### src/rtl/spi_seq_pkg.sv
// Package: shared constants for the SPI burst sequencer.
// Assumes a 32-bit register bus with word addresses.
package spi_seq_pkg;
    localparam int FRAME_MAX = 32;
    localparam int SIZE_W    = 6;
    localparam int CNT_W     = 16;
    localparam int CNT_LSB   = 8;
    localparam int EN_BIT    = 0;
    localparam int HOLD_BIT  = 26;
    localparam int SRST_BIT  = 31;
    localparam int ADDR_W    = 3;

    localparam logic [ADDR_W-1:0] A_CTRL = 3'd0;
    localparam logic [ADDR_W-1:0] A_SIZE = 3'd1;
    localparam logic [ADDR_W-1:0] A_STAT = 3'd2;
    localparam logic [ADDR_W-1:0] A_ICLR = 3'd3;
    localparam logic [ADDR_W-1:0] A_CLKG = 3'd4;
    localparam logic [ADDR_W-1:0] A_RAW  = 3'd5;

    localparam logic [31:0]       CTRL_RST = 32'h8000_0102;
    localparam logic [SIZE_W-1:0] SIZE_RST = 6'd4;

    localparam int ST_TXDONE = 0;
    localparam int ST_RXRDY  = 1;
    localparam int ST_RXEMP  = 6;
    localparam int ST_TXEMP  = 10;
    localparam int ST_FSTART = 12;
    localparam int ST_SEL    = 13;
    localparam int ST_ACTIVE = 14;

    typedef enum logic {SQ_IDLE, SQ_SHIFT} seq_state_e;
endpackage

### src/rtl/spi_seq_clkdiv.sv
// Module: half-period tick generator for SCK.
// Emits one tick every (div + 1) cycles while run is high; restarts when run drops.
module spi_seq_clkdiv #(
    parameter int DIV_W = 8
) (
    input  logic             clk,
    input  logic             rst_n,
    input  logic             clr,
    input  logic             run,
    input  logic [DIV_W-1:0] div,
    output logic             tick
);
    logic [DIV_W-1:0] cnt;

    // Purpose: count cycles of one SCK phase.
    always_ff @(posedge clk) begin
        if (!rst_n || clr || !run) cnt <= '0;
        else if (cnt == div)       cnt <= '0;
        else                       cnt <= cnt + 1'b1;
    end

    assign tick = run && (cnt == div);

    // the phase counter never runs past the divider value
    p_cnt_bound_r7: assert property (@(posedge clk) disable iff (!rst_n)
        (run && !clr) |-> (cnt <= div) || $changed(div));
endmodule

### src/rtl/spi_seq_shift.sv
// Module: mode-0 frame shifter, MSB first, 1..W bits per frame.
// Assumes tick arrives at each SCK phase boundary while busy.
module spi_seq_shift #(
    parameter int W     = 32,
    parameter int LEN_W = 6
) (
    input  logic             clk,
    input  logic             rst_n,
    input  logic             clr,
    input  logic             start,
    input  logic [W-1:0]     tx_word,
    input  logic [LEN_W-1:0] len,
    input  logic             tick,
    input  logic             miso,
    output logic             busy,
    output logic             sck,
    output logic             mosi,
    output logic             done,
    output logic [W-1:0]     rx_word
);
    logic [W-1:0]     tx_sh;
    logic [W-1:0]     rx_sh;
    logic [LEN_W-1:0] bitcnt;
    logic [LEN_W-1:0] len_q;
    logic             last_bit;

    assign last_bit = (bitcnt == len_q - 1'b1);
    assign done     = busy && tick && sck && last_bit;
    assign mosi     = busy ? tx_sh[W-1] : 1'b0;
    assign rx_word  = rx_sh;

    // Purpose: load a frame, then sample on rising and shift on falling SCK.
    always_ff @(posedge clk) begin
        if (!rst_n || clr) begin
            busy <= 1'b0; sck <= 1'b0; tx_sh <= '0; rx_sh <= '0;
            bitcnt <= '0; len_q <= '0;
        end else if (start) begin
            busy   <= 1'b1;
            sck    <= 1'b0;
            tx_sh  <= tx_word << (W - int'(len));
            rx_sh  <= '0;
            bitcnt <= '0;
            len_q  <= len;
        end else if (busy && tick) begin
            if (!sck) begin
                sck   <= 1'b1;
                rx_sh <= {rx_sh[W-2:0], miso};
            end else begin
                sck <= 1'b0;
                if (last_bit) begin
                    busy <= 1'b0;
                end else begin
                    bitcnt <= bitcnt + 1'b1;
                    tx_sh  <= {tx_sh[W-2:0], 1'b0};
                end
            end
        end
    end

    // SCK rests low outside a frame
    p_sck_idle_r7: assert property (@(posedge clk) disable iff (!rst_n)
        !busy |-> !sck);
    // MOSI does not move across a rising SCK edge
    p_mosi_stable_r8: assert property (@(posedge clk) disable iff (!rst_n)
        (busy && $rose(sck)) |-> $stable(mosi));
endmodule

### src/rtl/spi_seq_ctrl.sv
// Module: burst sequencer: frame count, chip select and completion flags.
// Assumes the shifter reports done for one cycle at the end of every frame.
module spi_seq_ctrl
    import spi_seq_pkg::*;
(
    input  logic             clk,
    input  logic             rst_n,
    input  logic             soft_rst,
    input  logic             en,
    input  logic             hold,
    input  logic             ctrl_wr,
    input  logic [CNT_W-1:0] wr_cnt,
    input  logic [CNT_W-1:0] ctrl_cnt,
    input  logic             txq_empty,
    input  logic             shift_done,
    output logic             start,
    output logic             last_evt,
    output logic             cs_n,
    output logic             txdone,
    output logic             rxrdy,
    output logic             fstart
);
    seq_state_e       st;
    logic [CNT_W-1:0] cnt;

    assign start    = (st == SQ_IDLE) && en && !txq_empty && (cnt != '0);
    assign last_evt = shift_done && (cnt == CNT_W'(1));

    // Purpose: frame state, chip select and done flags.
    always_ff @(posedge clk) begin
        if (!rst_n || soft_rst) begin
            st <= SQ_IDLE; cs_n <= 1'b1;
            txdone <= 1'b0; rxrdy <= 1'b0; fstart <= 1'b0;
        end else begin
            fstart <= start;
            if (start) begin
                st <= SQ_SHIFT; cs_n <= 1'b0;
                txdone <= 1'b0; rxrdy <= 1'b0;
            end else if (shift_done) begin
                st <= SQ_IDLE;
                if (last_evt) begin
                    cs_n <= 1'b1; txdone <= 1'b1; rxrdy <= 1'b1;
                end else if (!hold) begin
                    cs_n <= 1'b1;
                end
            end
        end
    end

    // Purpose: remaining frame count with load, decrement and reload.
    always_ff @(posedge clk) begin
        if (!rst_n || soft_rst) cnt <= CNT_W'(1);
        else if (ctrl_wr)       cnt <= wr_cnt;
        else if (last_evt)      cnt <= ctrl_cnt;
        else if (shift_done)    cnt <= cnt - 1'b1;
    end

    // a non-final frame lowers the count by exactly one
    p_count_step_r2: assert property (@(posedge clk) disable iff (!rst_n)
        (shift_done && !last_evt && !ctrl_wr && !soft_rst) |=> (cnt == $past(cnt) - 1'b1));
    // pulsed mode releases select after each frame
    p_pulse_release_r3: assert property (@(posedge clk) disable iff (!rst_n)
        (shift_done && !hold && !soft_rst) |=> cs_n);
    // burst end releases select and raises both flags
    p_burst_end_r4: assert property (@(posedge clk) disable iff (!rst_n)
        (last_evt && !soft_rst) |=> (cs_n && txdone && rxrdy));
    // frame start indication lasts one cycle
    p_fstart_pulse_r5: assert property (@(posedge clk) disable iff (!rst_n)
        fstart |=> !fstart);
endmodule

### src/rtl/spi_seq_regs.sv
// Module: register file: control, size, divider, status read and raw interrupts.
// Assumes single-cycle writes; reads are combinational and side-effect free.
module spi_seq_regs
    import spi_seq_pkg::*;
#(
    parameter int DIV_W = 8
) (
    input  logic              clk,
    input  logic              rst_n,
    input  logic              wr,
    input  logic [ADDR_W-1:0] addr,
    input  logic [31:0]       wdata,
    output logic [31:0]       rdata,
    input  logic              st_txdone,
    input  logic              st_rxrdy,
    input  logic              st_fstart,
    input  logic              st_cs_n,
    input  logic              st_busy,
    input  logic              txq_empty,
    input  logic              rxq_empty,
    input  logic              set_evt,
    output logic              soft_rst,
    output logic              ctrl_wr,
    output logic [CNT_W-1:0]  wr_cnt,
    output logic [CNT_W-1:0]  ctrl_cnt,
    output logic              ctrl_en,
    output logic              ctrl_hold,
    output logic [SIZE_W-1:0] size_q,
    output logic [DIV_W-1:0]  div_q,
    output logic [1:0]        raw
);
    localparam logic [DIV_W-1:0] DIV_RST = DIV_W'(7);

    logic [31:0]       ctrl_q;
    logic [SIZE_W-1:0] wsize;
    logic              size_ok;
    logic [1:0]        clr_mask;
    logic [31:0]       status;

    assign soft_rst  = wr && (addr == A_CTRL) && wdata[SRST_BIT];
    assign ctrl_wr   = wr && (addr == A_CTRL) && !wdata[SRST_BIT];
    assign wr_cnt    = wdata[CNT_LSB +: CNT_W];
    assign ctrl_cnt  = ctrl_q[CNT_LSB +: CNT_W];
    assign ctrl_en   = ctrl_q[EN_BIT];
    assign ctrl_hold = ctrl_q[HOLD_BIT];
    assign wsize     = wdata[SIZE_W-1:0];
    assign size_ok   = !ctrl_en && (wsize != '0) && (wsize <= SIZE_W'(FRAME_MAX));
    assign clr_mask  = (wr && addr == A_ICLR) ? wdata[1:0] : 2'b00;

    // Purpose: writable registers with soft reset.
    always_ff @(posedge clk) begin
        if (!rst_n || soft_rst) begin
            ctrl_q <= CTRL_RST; size_q <= SIZE_RST; div_q <= DIV_RST;
        end else if (wr) begin
            case (addr)
                A_CTRL:  ctrl_q <= wdata;
                A_SIZE:  if (size_ok) size_q <= wsize;
                A_CLKG:  div_q <= wdata[DIV_W-1:0];
                default: ;
            endcase
        end
    end

    // Purpose: raw interrupt bits; completion outranks a clear.
    always_ff @(posedge clk) begin
        if (!rst_n || soft_rst) raw <= 2'b00;
        else                    raw <= (raw & ~clr_mask) | {2{set_evt}};
    end

    // Purpose: assemble the status word.
    always_comb begin
        status            = '0;
        status[ST_TXDONE] = st_txdone;
        status[ST_RXRDY]  = st_rxrdy;
        status[ST_RXEMP]  = rxq_empty;
        status[ST_TXEMP]  = txq_empty;
        status[ST_FSTART] = st_fstart;
        status[ST_SEL]    = st_cs_n;
        status[ST_ACTIVE] = st_busy;
    end

    // Purpose: read multiplexer.
    always_comb begin
        case (addr)
            A_CTRL:  rdata = ctrl_q;
            A_SIZE:  rdata = 32'(size_q);
            A_STAT:  rdata = status;
            A_CLKG:  rdata = 32'(div_q);
            A_RAW:   rdata = 32'(raw);
            default: rdata = '0;
        endcase
    end

    // a size write while enabled leaves the size unchanged
    p_size_locked_r6: assert property (@(posedge clk) disable iff (!rst_n)
        (wr && addr == A_SIZE && ctrl_en) |=> $stable(size_q));
    // completion in the same cycle as a clear leaves both bits set
    p_set_wins_r9: assert property (@(posedge clk) disable iff (!rst_n)
        (set_evt && !soft_rst) |=> (raw == 2'b11));
endmodule

### src/rtl/spi_frame_seq.sv
// Module: top of the SPI burst sequencer.
// Assumes first-word-fall-through queues outside: txq_data is valid whenever
// txq_empty is low, and a pop or push takes effect on the clock edge.
module spi_frame_seq
    import spi_seq_pkg::*;
#(
    parameter int DIV_W = 8
) (
    input  logic              clk,
    input  logic              rst_n,
    input  logic              reg_wr,
    input  logic [ADDR_W-1:0] reg_addr,
    input  logic [31:0]       reg_wdata,
    output logic [31:0]       reg_rdata,
    input  logic              txq_empty,
    input  logic [31:0]       txq_data,
    output logic              txq_pop,
    input  logic              rxq_empty,
    output logic              rxq_push,
    output logic [31:0]       rxq_data,
    output logic [1:0]        irq_raw,
    output logic              spi_sck,
    output logic              spi_mosi,
    input  logic              spi_miso,
    output logic              spi_cs_n
);
    logic              soft_rst, ctrl_wr, ctrl_en, ctrl_hold;
    logic [CNT_W-1:0]  wr_cnt, ctrl_cnt;
    logic [SIZE_W-1:0] size_q;
    logic [DIV_W-1:0]  div_q;
    logic              start, last_evt, txdone, rxrdy, fstart;
    logic              busy, tick, done;

    spi_seq_regs #(.DIV_W(DIV_W)) u_regs (
        .clk(clk), .rst_n(rst_n), .wr(reg_wr), .addr(reg_addr),
        .wdata(reg_wdata), .rdata(reg_rdata),
        .st_txdone(txdone), .st_rxrdy(rxrdy), .st_fstart(fstart),
        .st_cs_n(spi_cs_n), .st_busy(busy),
        .txq_empty(txq_empty), .rxq_empty(rxq_empty), .set_evt(last_evt),
        .soft_rst(soft_rst), .ctrl_wr(ctrl_wr), .wr_cnt(wr_cnt),
        .ctrl_cnt(ctrl_cnt), .ctrl_en(ctrl_en), .ctrl_hold(ctrl_hold),
        .size_q(size_q), .div_q(div_q), .raw(irq_raw)
    );

    spi_seq_ctrl u_ctrl (
        .clk(clk), .rst_n(rst_n), .soft_rst(soft_rst), .en(ctrl_en),
        .hold(ctrl_hold), .ctrl_wr(ctrl_wr), .wr_cnt(wr_cnt),
        .ctrl_cnt(ctrl_cnt), .txq_empty(txq_empty), .shift_done(done),
        .start(start), .last_evt(last_evt), .cs_n(spi_cs_n),
        .txdone(txdone), .rxrdy(rxrdy), .fstart(fstart)
    );

    spi_seq_clkdiv #(.DIV_W(DIV_W)) u_div (
        .clk(clk), .rst_n(rst_n), .clr(soft_rst), .run(busy),
        .div(div_q), .tick(tick)
    );

    spi_seq_shift #(.W(FRAME_MAX), .LEN_W(SIZE_W)) u_shift (
        .clk(clk), .rst_n(rst_n), .clr(soft_rst), .start(start),
        .tx_word(txq_data), .len(size_q), .tick(tick), .miso(spi_miso),
        .busy(busy), .sck(spi_sck), .mosi(spi_mosi), .done(done),
        .rx_word(rxq_data)
    );

    assign txq_pop  = start;
    assign rxq_push = done;

    // a pop opens a frame with select low and the shifter running
    p_pop_opens_frame_r1: assert property (@(posedge clk) disable iff (!rst_n)
        (txq_pop && !soft_rst) |=> (busy && !spi_cs_n));
    // select is low whenever a frame is shifting
    p_cs_during_frame_r3: assert property (@(posedge clk) disable iff (!rst_n)
        busy |-> !spi_cs_n);
endmodule

### config.mk
export PLATFORM = sky130hd
export DESIGN_NAME = spi_frame_seq
export DESIGN_NICKNAME = d
export VERILOG_FILES = /design/src/rtl/spi_seq_pkg.sv /design/src/rtl/spi_seq_clkdiv.sv /design/src/rtl/spi_seq_shift.sv /design/src/rtl/spi_seq_ctrl.sv /design/src/rtl/spi_seq_regs.sv /design/src/rtl/spi_frame_seq.sv
export SDC_FILE = /design/constraint.sdc
export NUM_CORES = 1
export LEC_CHECK = 0
export ABC_AREA = 1
export BUFFER_PORTS_ARGS = -buffer_cell sky130_fd_sc_hd__buf_4
export CAP_MARGIN = 20
export CELL_PAD_IN_SITES_DETAIL_PLACEMENT = 0
export CELL_PAD_IN_SITES_GLOBAL_PLACEMENT = 1
export CORE_MARGIN = 5
export CORE_UTILIZATION = 38
export CTS_BUF_LIST = sky130_fd_sc_hd__clkbuf_8
export CTS_CLUSTER_SIZE = 20
export DETAILED_ROUTE_END_ITERATION = 12
export PLACE_DENSITY = 0.75
export SYNTH_ARGS = -nofsm -noshare
export SYNTH_HDL_FRONTEND = slang
export SYNTH_HIERARCHICAL = 1
export SYNTH_SLANG_ARGS = --single-unit
### constraint.sdc
create_clock -name clk -period 2.4 [get_ports clk]
set_input_delay 0 -clock clk [delete_from_list [all_inputs] [get_ports clk]]
set_output_delay 0 -clock clk [all_outputs]
set_load 0.02 [all_outputs]
# Word level (Yosys, flattened, before mapping)
# Index checks and enable logic that the tools add are counted.
# W data, S select, Z words.
# classes
magnitude_cmp	1
n_reduce_logical	40
n_mux	21
n_eq_ne	10
shifts	1
n_bitwise	6
add_sub_neg	5
# ops
op	n
$pmux W32 S5	1
$mux W32	4
$mux W16	3
$shl A32 B32 Y32	1
$eq A16 B1 Y1 const B	1
$reduce_bool A16 Y1	1
$sub A16 B1 Y16 const B	1
$logic_and A1 B1 Y1	14
$mux W1	12
$reduce_and A3 Y1	4
$reduce_and A2 Y1	5
$add A8 B1 Y8 const B	1
$eq A8 B8 Y1	1
$reduce_bool A2 Y1	4
$sub A6 B6 Y7 const A	1
$add A6 B1 Y6 const B	1
$eq A3 B2 Y1 const B	2
$eq A3 B3 Y1 const B	2
$eq A6 B6 Y1	1
$le A6 B6 Y1 const B	1
$reduce_bool A6 Y1	1
$sub A6 B1 Y6 const B	1
$logic_not A1 Y1	5
$reduce_or A2 Y1	2
11 further kinds	14
# totals
ff_bits	154
wordCells	100
output_inout_bits	71
inputBits	73

# Logic depth before layout (Yosys ltp)
# depth
word_depth	9
ltp_mapped	22
ltp_nobuf	21

# Hierarchy
# The synthesis kept the hierarchy.
# by_module_without_submodules
mod	area_each_um2	cells_each	n_inst	seq_area_each_um2
spi_seq_shift	5118.7	785	1	1561.5
spi_seq_regs	2461.1	357	1	960.9
spi_seq_ctrl	1650.3	252	1	400.4
spi_seq_clkdiv	520.5	73	1	160.2

# Worst setup path before layout
# OpenSTA, ideal clock, no wires.
# synth_timing
path_type	register to register
startpoint	reg u_div.cnt[2]
endpoint	reg u_ctrl.cnt[2]
path_slack_ns	-0.280
setup_time_ns	0.138
t_arrival_ns	2.542
required_time_ns	2.262
n_path_buf	1
stages_incl_launch_ff	20
period_less_slack_ns	2.680
cell_sequence	dfxtp_1 xnor2_1 nand2_1 nor2_1 nand2_2 nor2_1 nand2_1 nor2_1 inv_1 nor2_1 nand2_1 inv_1 nand2_1 nor2_8 nand2_8 clkinv_2 buf_6 nand2_1 nand3_2 a21oi_2
# synth_via
elab_chain_len	8
elab_cells_between_ends	9
cone_classes	eq/ne (1); mux (2); reduce/logical (6)
# synth_rtl
element	line_no	text
from (decl)	spi_seq_clkdiv.sv:13	logic [DIV_W-1:0] cnt;
from (signal assigned)	spi_seq_clkdiv.sv:19	else cnt <= cnt + 1'b1;
$eq A8 B8 Y1 *	spi_seq_clkdiv.sv:22	assign tick = run && (cnt == div);
$logic_and A1 B1 Y1 *	spi_seq_clkdiv.sv:22	
net tick	spi_frame_seq.sv:32	logic busy, tick, done;
$logic_and A1 B1 Y1 * (3 in series)	spi_seq_shift.sv:28	assign done = busy && tick && sck && last_bit;
net rxq_push	spi_frame_seq.sv:19	output logic rxq_push,
$logic_and A1 B1 Y1 *	spi_seq_ctrl.sv:27	assign last_evt = shift_done && (cnt == CNT_W'(1));
net last_evt	spi_frame_seq.sv:31	logic start, last_evt, txdone, rxrdy, fstart;
$mux W16	spi_seq_ctrl.sv:54	else if (last_evt) cnt <= ctrl_cnt;
$mux W16	spi_seq_ctrl.sv:53	else if (ctrl_wr) cnt <= wr_cnt;
to (signal assigned)	spi_seq_ctrl.sv:53	
to (signal assigned)	spi_seq_ctrl.sv:54	
to (signal assigned)	spi_seq_ctrl.sv:55	else if (shift_done) cnt <= cnt - 1'b1;
to (decl)	spi_seq_ctrl.sv:24	logic [CNT_W-1:0] cnt;
# The timed path passes the listed nets; every way through them passes the cells marked *.
# A chain may end at the register's enable or synchronous reset.

# Worst setup path in the final report
# layout_timing
startpoint	reg u_shift.len_q[0]
endpoint	reg u_ctrl.cnt[10]
# layout_via
elab_chain_len	6
elab_cells_between_ends	7
cone_classes	add/sub (1); eq/ne (1); mux (2); reduce/logical (3)
# layout_rtl
element	line_no	text
from (decl)	spi_seq_shift.sv:24	logic [LEN_W-1:0] len_q;
from (signal assigned)	spi_seq_shift.sv:43	len_q <= len;
$sub A6 B1 Y6 *	spi_seq_shift.sv:27	assign last_bit = (bitcnt == len_q - 1'b1);
$eq A6 B6 Y1 *	spi_seq_shift.sv:27	
$logic_and A1 B1 Y1 *	spi_seq_shift.sv:28	
$logic_and A1 B1 Y1	spi_seq_ctrl.sv:27	
$mux W16	spi_seq_ctrl.sv:54	
$mux W16	spi_seq_ctrl.sv:53	
# Every way passes the cells marked *; elsewhere a longest branch is shown, timed or not.

==> metrics.txt <==
Post-synth ARST share 0; # diodes 0; kind of cell adding the most delay to the critical path simple AND/OR/NAND/NOR gates; crit path DAT 2.65 ns; max-cap violation count 0; Tightest Pin Transition 0.461 ns; worst-path fanout max 12; largest net degree at the start of global routing 46; global-route wire length before repair 47.8 mm; Total GRT Usage 0.198; CP Data Required Time 2.78 ns; busiest grt layer met2; share of the synthesized area in the top cell type 0.316; total gr overflow 0; core area 25300 sq um; vias in the first global route 9471; footprint of the multi-input gates 5580 sq um; number of synthesized flops with an enable pin 0; Cells after Synth 1467; Worst R2R Setup Slack 0.13 ns; RSZ-0062 raised after global routing yes; mux contribution to synthesized area 0; Num Clock Sinks 154; met2 Use GR 0.327; vias per cell 5.08; cell repeated most along the worst path nand2_1; area share of xor/xnor cells in the synthesized design 0.0187; Max rail drop VDD 0.344 mV; WS Path Type reg2reg; met1 usage 0.273; Root Buffer clkbuf_8; clk_skew 0.0209 ns; met3 Resource Use GR 0.0418; Post-Synth Simple-Gate Area 0.382; Fill cells 2666; CTS tree built; Top-Level Pins 144; Port Buffers 143; sequential fraction of the synthesis area 0.316; # H-tree levels 4; FMAX 441 MHz; initial antenna violation count 0; vias 9912; largest family of logic cells by synthesized area simple AND/OR/NAND/NOR gates; Cell variety after synth 49; Num CTS Buffers 17; synth-to-layout area growth 23.0%; Yosys warning total 6; Antenna Violating Nets Remaining 0; die height 170 um; cell area after synthesis 9750 sq um; RePlAce Congestion 0.875; Seq cells post-synth 154; die width 170 um; Starting Density 0.386; First-pass DRT Iterations 5; layout cells sized above 1 0.226; Final period util 0.944; Worst-path clk slew 0.10 ns; top_reg_cell synth dfxtp_1; PwrDens 459 nW/um^2; Core Rows 58; CP bufs+invs 3; Setup-failing EPs final 0; post-synth top area cell dfxtp_1; post-synthesis area per instance 6.65 sq um; Max stage delay on crit path 0.35 ns; Post-Synth Adder-Cell Area 0.00770; register area 3100 sq um; Lkg Pwr 4.99 nW; drt drc 0; dominant cells by area after synthesis dfxtp_1 32%, nand2_1 14%, nand3_1 12%; CP endpoint kind flip-flop; CP Launch Type flip-flop; fin util 0.475; WL per Instance 14.9 um; cell chain of the critical path inv_2, ha_4, xnor2_2, xor2_1, nand2_1, nor2_2, nand3_2, nor2_4, nand2_1, inv_1, nand2_2, nor2_8, nand2_8, buf_8, nand3_1, nand2_1, a21oi_1; DR iter-0 viols 828; Final Max Slew Viols 0; endpoints failing hold 0; Clock Path Buffers 2; Worst-Skew Late Latency 0.44 ns; Pwr Total 5.51 mW; status finished clean; Synth Area in Compound Gates 0.151; crit path max-delay cell type dfxtp_2; Fin Setup TNS 0 ns; hold crit path type in2reg; worst relative slew slack 0.693; drt total wl 29.1 mm; fin nets 1689; post-layout min period 2.27 ns; Final HPWL DP 21.1 mm; net count after synthesis 1546; die area 29000 sq um
==> worst min-delay path, cell delays in order <==
cell and delay [ns]:
buf_4 0.13, inv_1 0.06, nor2_2 0.04, inv_1 0.15, a21oi_1 0.06
==> logic make-up (layout without fill, tap and decap cells) <==
logic type	count (synthesis)	in the layout
compound gates	264	264
fa+ha+maj	6	6
flops	154	154
xor+xnor	20	20
simple gates	778	778
buf+inv	245	401
==> cells in the final DEF (no fill, tap or decap), types with 5 or more instances in the layout <==
cell type and instances:
buf_4 190, clkbuf_8 18, buf_12 6, a21oi_2 12, xnor2_1 10, nand3_2 31
inv_2 9, dfxtp_2 10, nand2_4 5, a22o_1 5, a22oi_1 15, dfxtp_1 143
nand4_1 18, nor2_2 24, o211ai_1 8, inv_1 124, a21oi_1 131, dlygate4sd3_1 34
o21ai_1 7, nand2_2 14, nand2_1 352, nand3_1 227, nor2_4 7, o21ai_0 80
xor2_1 8, nor2_1 79
==> power breakdown <==
group / total [mW] / switching (mW) / leakage (nW) / internal, mW
Combinational: 0.801 / 0.483 / 3.54 / 0.318
Clock: 2.10 / 1.04 / 0.205 / 1.06
Sequential: 2.61 / 0.0231 / 1.25 / 2.58
Total: 5.51 / 1.54 / 4.99 / 3.96
==> final cells by class <==
cell class              instances  share of cell area
multi-input cells            1068               0.466
flip-flops and latches        154               0.259
repair buffers                234               0.163
inverters                     135              0.0435
well taps                     330              0.0344
clock buffers                  18              0.0207
clock inverters                14              0.0143
==> worst paths after layout <==
| path | from | cells after the start | endpoint |
|---|---|---|---|
| hold reg to reg | u_regs/ctrl_q[24]$_SDFFE_PP0P_ | 2 | u_regs/ctrl_q[24]$_SDFFE_PP0P_ |
| hold / removal | rst_n | 5 | u_shift/busy$_SDFFE_PP0P_ |
| setup / recovery | u_shift/len_q[0]$_SDFFE_PP0P_ | 17 | u_ctrl/cnt[10]$_SDFFE_PP0P_ |
| setup reg to reg | u_shift/len_q[0]$_SDFFE_PP0P_ | 17 | u_ctrl/cnt[10]$_SDFFE_PP0P_ |
==> cell usage after synthesis, types with 2 or more instances <==
master,number
nand2_1,359
nand3_1,231
dfxtp_1,154
a21oi_1,131
inv_1,126
nor2_1,88
o21ai_0,82
buf_4,42
buf_2,34
nand3_2,28
clkbuf_1,24
nand4_1,18
nor2_2,17
a22oi_1,15
a21oi_2,12
xnor2_1,11
o211ai_1,8
xor2_1,8
nand2_2,7
nand2_4,7
buf_6,6
ha_1,6
o21ai_1,6
a22o_1,5
inv_2,5
nor2_4,5
nor2_8,4
or2_1,4
a211oi_1,2
buf_12,2
clkinv_1,2
==> routing by layer <==
layer	vias to the layer above	share of wire	wire length, um
li1	5092	-	-
met1	4568	0.47	13800
met2	238	0.47	13700
met3	14	0.052	1510
met4	0	0.0062	181
met5	-	0	0
==> registers in the layout, indices dropped and copies added, names as in the netlist <==
name             count
u_ctrl/cnt          16
u_ctrl/cs_n          1
u_ctrl/fstart        1
u_ctrl/rxrdy         1
u_ctrl/st            1
u_div/cnt            8
u_regs/ctrl_q       32
u_regs/div_q         8
u_regs/raw           2
u_regs/size_q        6
u_shift/bitcnt       6
u_shift/busy         1
u_shift/len_q        6
u_shift/rx_word     32
u_shift/sck          1
u_shift/tx_sh       32
==> per-stage QoR <==
stage | hold WS, ns | instances | worst slack, ns | instance area [sq um]
final | 0.0530 | 1953 | 0.134 | 12000
after global routing | 0.0355 | 1953 | -0.0719 | 12000
after CTS | 0.0152 | 1947 | 0.0000571 | 11800
after detailed placement | 0.264 | 1881 | 0.0122 | 11000
after global placement | 0.247 | 1881 | 0.102 | 11000
after floorplan | 0.141 | 1467 | 0.0274 | 9760
==> repair_timing <==
item | in CTS | in global routing
endpoints found under the setup margin | 2 | 66
cloned | 0 | 2
hold buffers | 34 | 0
gates resized for setup | 1 | 53
setup buffers | 0 | 4
endpoints found under the hold margin | 64 | 0
pin swaps | 0 | 20
Note: power is estimated with default switching activity, not from simulation.
